## src/rtl/mcw_pkg.sv

```systemverilog
package mcw_pkg;
  // Decoded meaning of the current bus cycle
  typedef struct packed {
    logic rd_hit;    // read in window
    logic wr_ok;     // byte write in window
    logic wr_bad;    // non-byte write in window
    logic do_clear;  // byte write to the clear offset
    logic do_reset;  // byte write to the reset offset
    logic unsup;     // byte write to an offset with no action
  } mcw_dec_t;
endpackage

```

## src/rtl/mcw_decode.sv

```systemverilog
module mcw_decode
  import mcw_pkg::*;
#(
  parameter int ADDR_W    = 16,
  parameter int OFF_W     = 4,
  parameter int BASE      = 'h00F0,
  parameter int CLEAR_OFF = 0,
  parameter int RESET_OFF = 1
) (
  input  logic [ADDR_W-1:0] addr,
  input  logic              rd,
  input  logic              wr,
  input  logic              byte_sz,
  output mcw_dec_t          dec
);
  localparam int WIN  = 1 << OFF_W;
  localparam int TAGW = ADDR_W - OFF_W;
  localparam logic [TAGW-1:0] BASE_TAG = TAGW'(BASE >> OFF_W);

  // Per-offset action map built from the parameters
  logic [WIN-1:0] has_action;
  genvar g;
  generate
    for (g = 0; g < WIN; g++) begin : g_map
      assign has_action[g] = (g == CLEAR_OFF) || (g == RESET_OFF);
    end
  endgenerate

  logic              hit;
  logic [OFF_W-1:0]  off;

  always_comb begin
    hit = (addr[ADDR_W-1:OFF_W] == BASE_TAG);
    off = addr[OFF_W-1:0];
    dec.rd_hit   = hit && rd;
    dec.wr_ok    = hit && wr && !rd && byte_sz;
    dec.wr_bad   = hit && wr && !rd && !byte_sz;
    dec.do_clear = dec.wr_ok && (off == OFF_W'(CLEAR_OFF));
    dec.do_reset = dec.wr_ok && (off == OFF_W'(RESET_OFF));
    dec.unsup    = dec.wr_ok && !has_action[off];
  end
endmodule

```

## src/rtl/mcw_state.sv

```systemverilog
module mcw_state
  import mcw_pkg::*;
(
  input  logic     clk,
  input  logic     rst,
  input  mcw_dec_t dec,
  input  logic     busy_set,
  output logic     busy_q,
  output logic     irq_q
);
  always_ff @(posedge clk) begin
    if (rst) begin
      busy_q <= 1'b0;
      irq_q  <= 1'b0;
    end else begin
      if (dec.do_clear)   busy_q <= 1'b0;
      else if (busy_set)  busy_q <= 1'b1;
      if (dec.wr_ok)      irq_q  <= 1'b0;
      else if (busy_set)  irq_q  <= 1'b1;
    end
  end
endmodule

```

## src/rtl/mcw_resp.sv

```systemverilog
module mcw_resp
  import mcw_pkg::*;
#(
  parameter int DATA_W = 8
) (
  input  logic              clk,
  input  logic              rst,
  input  mcw_dec_t          dec,
  output logic [DATA_W-1:0] rd_q,
  output logic              err_q,
  output logic              rst_pulse_q
);
  always_ff @(posedge clk) begin
    if (rst) begin
      rd_q        <= '0;
      err_q       <= 1'b0;
      rst_pulse_q <= 1'b0;
    end else begin
      rd_q        <= dec.rd_hit ? '1 : '0;
      err_q       <= dec.rd_hit || dec.wr_bad || dec.unsup;
      rst_pulse_q <= dec.do_reset;
    end
  end
endmodule

```

## src/rtl/mcw_window.sv

```systemverilog
module mcw_window
  import mcw_pkg::*;
#(
  parameter int ADDR_W    = 16,
  parameter int DATA_W    = 8,
  parameter int OFF_W     = 4,
  parameter int BASE      = 'h00F0,
  parameter int CLEAR_OFF = 0,
  parameter int RESET_OFF = 1
) (
  input  logic              clk,
  input  logic              rst,
  input  logic [ADDR_W-1:0] io_addr,
  input  logic              io_rd,
  input  logic              io_wr,
  input  logic              io_byte,
  input  logic              busy_set,
  output logic [DATA_W-1:0] rd_data,
  output logic              irq_out,
  output logic              cop_reset,
  output logic              acc_err,
  output logic              cop_busy
);
  mcw_dec_t dec;

  mcw_decode #(
    .ADDR_W(ADDR_W), .OFF_W(OFF_W), .BASE(BASE),
    .CLEAR_OFF(CLEAR_OFF), .RESET_OFF(RESET_OFF)
  ) u_dec (
    .addr(io_addr), .rd(io_rd), .wr(io_wr), .byte_sz(io_byte), .dec(dec)
  );

  mcw_state u_state (
    .clk(clk), .rst(rst), .dec(dec), .busy_set(busy_set),
    .busy_q(cop_busy), .irq_q(irq_out)
  );

  mcw_resp #(.DATA_W(DATA_W)) u_resp (
    .clk(clk), .rst(rst), .dec(dec),
    .rd_q(rd_data), .err_q(acc_err), .rst_pulse_q(cop_reset)
  );
endmodule

```

## config.mk

```make
export PLATFORM = sky130hd
export DESIGN_NAME = mcw_window
export DESIGN_NICKNAME = d
export VERILOG_FILES = /design/src/rtl/mcw_pkg.sv /design/src/rtl/mcw_decode.sv /design/src/rtl/mcw_state.sv /design/src/rtl/mcw_resp.sv /design/src/rtl/mcw_window.sv
export SDC_FILE = /design/constraint.sdc
export NUM_CORES = 1
export LEC_CHECK = 0
export BUFFER_PORTS_ARGS = -buffer_cell sky130_fd_sc_hd__buf_2
export CAP_MARGIN = 20
export CORE_MARGIN = 8
export CORE_UTILIZATION = 25
export CTS_BUF_LIST = sky130_fd_sc_hd__clkbuf_8 sky130_fd_sc_hd__clkbuf_16
export DETAILED_ROUTE_END_ITERATION = 10
export HOLD_SLACK_MARGIN = 0.1
export PLACE_DENSITY_LB_ADDON = 0.25
export SLEW_MARGIN = 0
export SYNTH_ARGS = -nofsm -noshare
export SYNTH_HDL_FRONTEND = slang
export SYNTH_SLANG_ARGS = --single-unit
```

## constraint.sdc

```tcl
create_clock -name clk -period 4.95 [get_ports clk]
set_input_delay 1.485 -clock clk [delete_from_list [all_inputs] [get_ports clk]]
set_output_delay 1.485 -clock clk [all_outputs]
set_load 0.02 [all_outputs]
```

# --- Word level (Yosys, flattened, before mapping) ---
# Memories as Yosys holds them, arrays and structs flattened.
# Cells that the tools add are included.
totals:
  word_cells: 27
  input_bits: 22
  mem_bits_ro: 16
  ff_bits: 12
  output_inout_bits: 12
  memories: 1
classes:
  order_cmp: 1
  n_mux: 2
  n_reduce_logical: 16
  n_eq_ne: 2
memory_table:
  columns: ["memory", "words", "word_bits", "rd", "rd_clocked_by_memory_dff", "write_ports", "line", "text"]
  rows:
  - ["(name not given)", 16, 1, 1, 0, 0, "mcw_decode.sv:40", "dec.unsup = dec.wr_ok && !has_action[off];"]
ops:
  columns: ["op", "n"]
  rows:
  - ["$eq A12 B4 Y1 const B", 1]
  - ["$logic_and A1 B1 Y1", 8]
  - ["$mux W8", 1]
  - ["$lt A4 B5 Y1 const B", 1]
  - ["$eq A4 B1 Y1 const B", 1]
  - ["$logic_not A4 Y1", 1]
  - ["$reduce_or A2 Y1", 2]
  - ["$logic_not A1 Y1", 3]
  - ["$logic_or A1 B1 Y1", 2]
  - ["$mux W1", 1]

# --- Depth between registers and ports, before layout ---
depth:
  ltp_word: 6
  ltp_mapped: 3
  depth_no_buf: 3

# --- Cells and area by module ---
# Synthesis repeated with hierarchy kept, for this count alone.
hier_totals:
  cells_unflattened: 35
  hier_area_um2: 329.1
by_module_without_submodules:
  columns: ["mod", "area_each_um2", "cells_each", "n_inst", "seq_area_each_um2"]
  rows:
  - ["mcw_resp", 133.9, 14, 1, 60.1]
  - ["mcw_decode", 127.6, 15, 1, 0.0]
  - ["mcw_state", 67.6, 6, 1, 40.0]

# --- Least setup slack after synthesis ---
# Ideal clock, no wire load.
synth_path:
  path_kind: "input to register"
  from: "input io_addr[11]"
  to: "register u_resp.rst_pulse_q"
  stages: 3
  setup_time_ps: 87
  arrival_time_ps: 2516
  n_path_buf: 0
  t_required_ps: 4863
  path_slack_ps: 2347
  cell_sequence: "or4_4 -> nor4_4 -> nor4b_4"
synth_between:
  elab_chain_cells: 5
synth_lines:
  columns: ["item", "line", "text"]
  rows:
  - ["from (decl)", "mcw_window.sv:13", "input logic [ADDR_W-1:0] io_addr,"]
  - ["$eq A12 B4 Y1", "mcw_decode.sv:33", "hit = (addr[ADDR_W-1:OFF_W] == BASE_TAG);"]
  - ["$logic_and A1 B1 Y1 (3 in a row)", "mcw_decode.sv:36", "dec.wr_ok = hit && wr && !rd && byte_sz;"]
  - ["$logic_and A1 B1 Y1", "mcw_decode.sv:39", "dec.do_reset = dec.wr_ok && (off == OFF_W'(RESET_OFF));"]
  - ["to (signal assigned)", "mcw_resp.sv:21", "rst_pulse_q <= dec.do_reset;"]
  - ["to (decl)", "mcw_resp.sv:11", "output logic rst_pulse_q"]
# Every way passes these cells.
# A chain may end at the register's enable or synchronous reset.

# --- Final worst setup path ---
# Ends and elaborated chain as after synthesis.

==> flow_summary_export.csv <==
group,metric,value,unit
run_status,status,"complete, no violations",
cts,cts_max_level,1,
logic_synthesis,synth_area,325,sq um
cells_and_area,n_fill_cell,122,
timing,period_needed,2.53,ns
cts,cts_tree,"built",
timing,worstMarginPinSlew,0.249,ns
critical_path,crit_chain,"buf_2 -> or4_4 -> nor4_4 -> nor4b_4",
floorplanning,die_x,52.1,um
logic_synthesis,synth.area.top_cells,"dfxtp_1 31%, buf_4 16%, nor4b_4 7.3%",
critical_path,path_buf_inv,1,
timing,timing.final.crit_share,51.2,%
logic_synthesis,synth.avg_cell_area,11.2,sq um
timing,setup_viol,0,
drt,dr.pass1.iters,4,
critical_path,slowest_stage,"or4_4",
drt,routedWlPerCell,11.6,um
global_route,grt_usage,7.57,%
floorplanning,coreArea,0.00125,sq mm
cells_and_area,final_area,502,sq um
logic_synthesis,synth_area_leader_cell,"dfxtp_1",
timing,hold_viol,0,
logic_synthesis,ys_ff_latch,5,
cells_and_area,fin_cells,74,
power_and_ir_drop,powerDensity,263,mW/mm^2
floorplanning,start_util,26.0,%
critical_path,cp_top_family,"simple AND/OR/NAND/NOR gates",
worst_hold_path,hp-class,"reg -> reg",
drt,wirelength,861,um
cts,numCtsBuffers,3,
placed_design,io_buffer_count,33,
timing,finalSetupTns,0,ns
power_and_ir_drop,vdd_ir_drop_max,0.0000923,V
power_and_ir_drop,leakage,0.264,nW
cells_and_area,drive_gt1_share,72.9,%
global_route,grt_max_degree,9,
critical_path,cp.required,5.08,ns
timing,worst_clock_skew,0,ns
cells_and_area,multi_input_area,169,sq um
global_route,grt_pass1_vias,384,
timing,fmax,395,MHz
logic_synthesis,synth_fp_nets,51,
logic_synthesis,synth_top_area_share,30.8,%
critical_path,endpoint_kind,"flop",
cells_and_area,seq_area,100,sq um
placed_design,place_area,457,sq um
timing,finalMaxSlewViolations,0,
cts,post-cts-setup-buffer-count,0,
logic_synthesis,yosys_warnings,0,
cells_and_area,antenna_cells,0,
cts,cts.sinks,5,
global_route,grt_pass1_wl,1470,um
drt,drcViolationCount,0,
logic_synthesis,netlist_instances,29,
cts,holdBufCountCts,0,
drt,vias_per_cell,4.42,
timing,relSlewSlack,83.3,%
critical_path,worstPathArrival,2.66,ns
placed_design,dp_cells,70,
global_route,antenna_found_initial,0,
logic_synthesis,ys_types,16,
cts,clk_latency,0.22,ns
drt,vias,327,
cells_and_area,num-nets-final,82,
critical_path,crit_type,"in -> reg",
cts,cts_resized,0,
run,cap_viol_max_count,0,
floorplanning,die_h,52.1,um
global_route,overflow,0,
logic_synthesis,ys_seq_area_share,30.8,%
cells_and_area,area_delta_synth_final,54.2,%
floorplanning,ios,34,
timing,grt_setup_unrepaired,"no",
critical_path,path_max_fanout,3,
critical_path,start_kind,"primary input",
placed_design,gp_congestion,0.703,
cts,clockBufferDepth,2,
floorplanning,die_area,0.00271,sq mm
drt,drt_iter0_drc,3,
cts,cts_root_buf,"clkbuf_8",
drt,ant_nets,0,
cts,clk_pin_slew,0.03,ns
power_and_ir_drop,power.total,0.000132,W
critical_path,slowest_delay,0.54,ns
floorplanning,row_count,13,
-- final timing paths --
path	from	endpoint	slack, ns	depth (start not counted)
max	io_addr[11]	u_resp.rst_pulse_q$_SDFF_PP0_	2.42	4
min	u_state.irq_q$_SDFFE_PP0P_	u_state.irq_q$_SDFFE_PP0P_	0.52	2
max reg2reg	u_state.irq_q$_SDFFE_PP0P_	u_state.irq_q$_SDFFE_PP0P_	4.30	2
min reg2reg	u_state.irq_q$_SDFFE_PP0P_	u_state.irq_q$_SDFFE_PP0P_	0.52	2
-- layout by cell type, fill, tap and decap left out --
cell type  instances
a211oi_1           2
a21oi_1            1
buf_2             33
clkbuf_8           3
dfxtp_1            5
inv_1              2
nand2b_1           1
nand4bb_2          1
nor2_1             3
nor4_2             1
nor4_4             1
nor4b_2            1
nor4b_4            1
or2_1              1
or4_4              1
or4b_1             1
or4bb_4            1
-- where the power goes --
part	switching [W]	leakage, nW	total, W	internal (W)
Combinational	0.00000790	0.196	0.0000173	0.00000943
Sequential	0.000000519	0.0409	0.0000422	0.0000417
Clock	0.0000193	0.0269	0.0000724	0.0000531
-- worst min-delay path, cell delays in order (launching register included) --
cell      delay (ns)
dfxtp_1         0.30
nor2_1          0.10
a211oi_1        0.06
-- routing by layer --
layer	global-route usage [%]	wire length, um	vias up	share of wire, %
met5	0	0	-	0
met4	9.29	27	0	3.1
met3	3.99	101	3	12
met2	13.6	480	21	56
met1	4.69	251	144	29
li1	-	-	159	-
-- logic make-up after synthesis --
| family | synth area share, % |
|---|---|
| flops | 30.8 |
| simple gates | 45.8 |
| buf+inv | 17.3 |
| compound gates | 6.15 |
-- cell type report --
cell class | count | area share, %
repair buffers | 33 | 32.9
inverters | 1 | 0.748
multi-input cells | 16 | 33.7
clock buffers | 3 | 8.23
flip-flops and latches | 5 | 20.0
well taps | 15 | 3.74
clock inverters | 1 | 0.748
-- state kept, by name, indices dropped and copies added, names as in the netlist --
| signal | cells |
|---|---|
| u_state.irq_q | 1 |
| u_resp.rst_pulse_q | 1 |
| u_resp.rd_q | 1 |
| u_state.busy_q | 1 |
| u_resp.err_q | 1 |
-- stage by stage --
step / utilization, % / worst slack [ns] / hold slack (ns)
floorplan: - / 2.35 / 0.551
global placement: 36.5 / 2.22 / 0.500
detailed placement: 36.5 / 2.19 / 0.494
CTS: 40.1 / 2.42 / 0.512
global route: 40.1 / 2.34 / 0.528
finish: 40.1 / 2.42 / 0.516
-- Yosys cell counts --
master     instances
nor4_2             1
nand4bb_2          1
nor4b_4            1
a211oi_1           2
or2_1              1
nor2_1             3
nor4b_2            1
inv_1              1
a21oi_1            1
buf_4              7
nor4_4             1
or4bb_4            1
nand2b_1           1
or4_4              1
or4b_1             1
dfxtp_1            5
No activity file was read; power rests on OpenSTA's default activity.
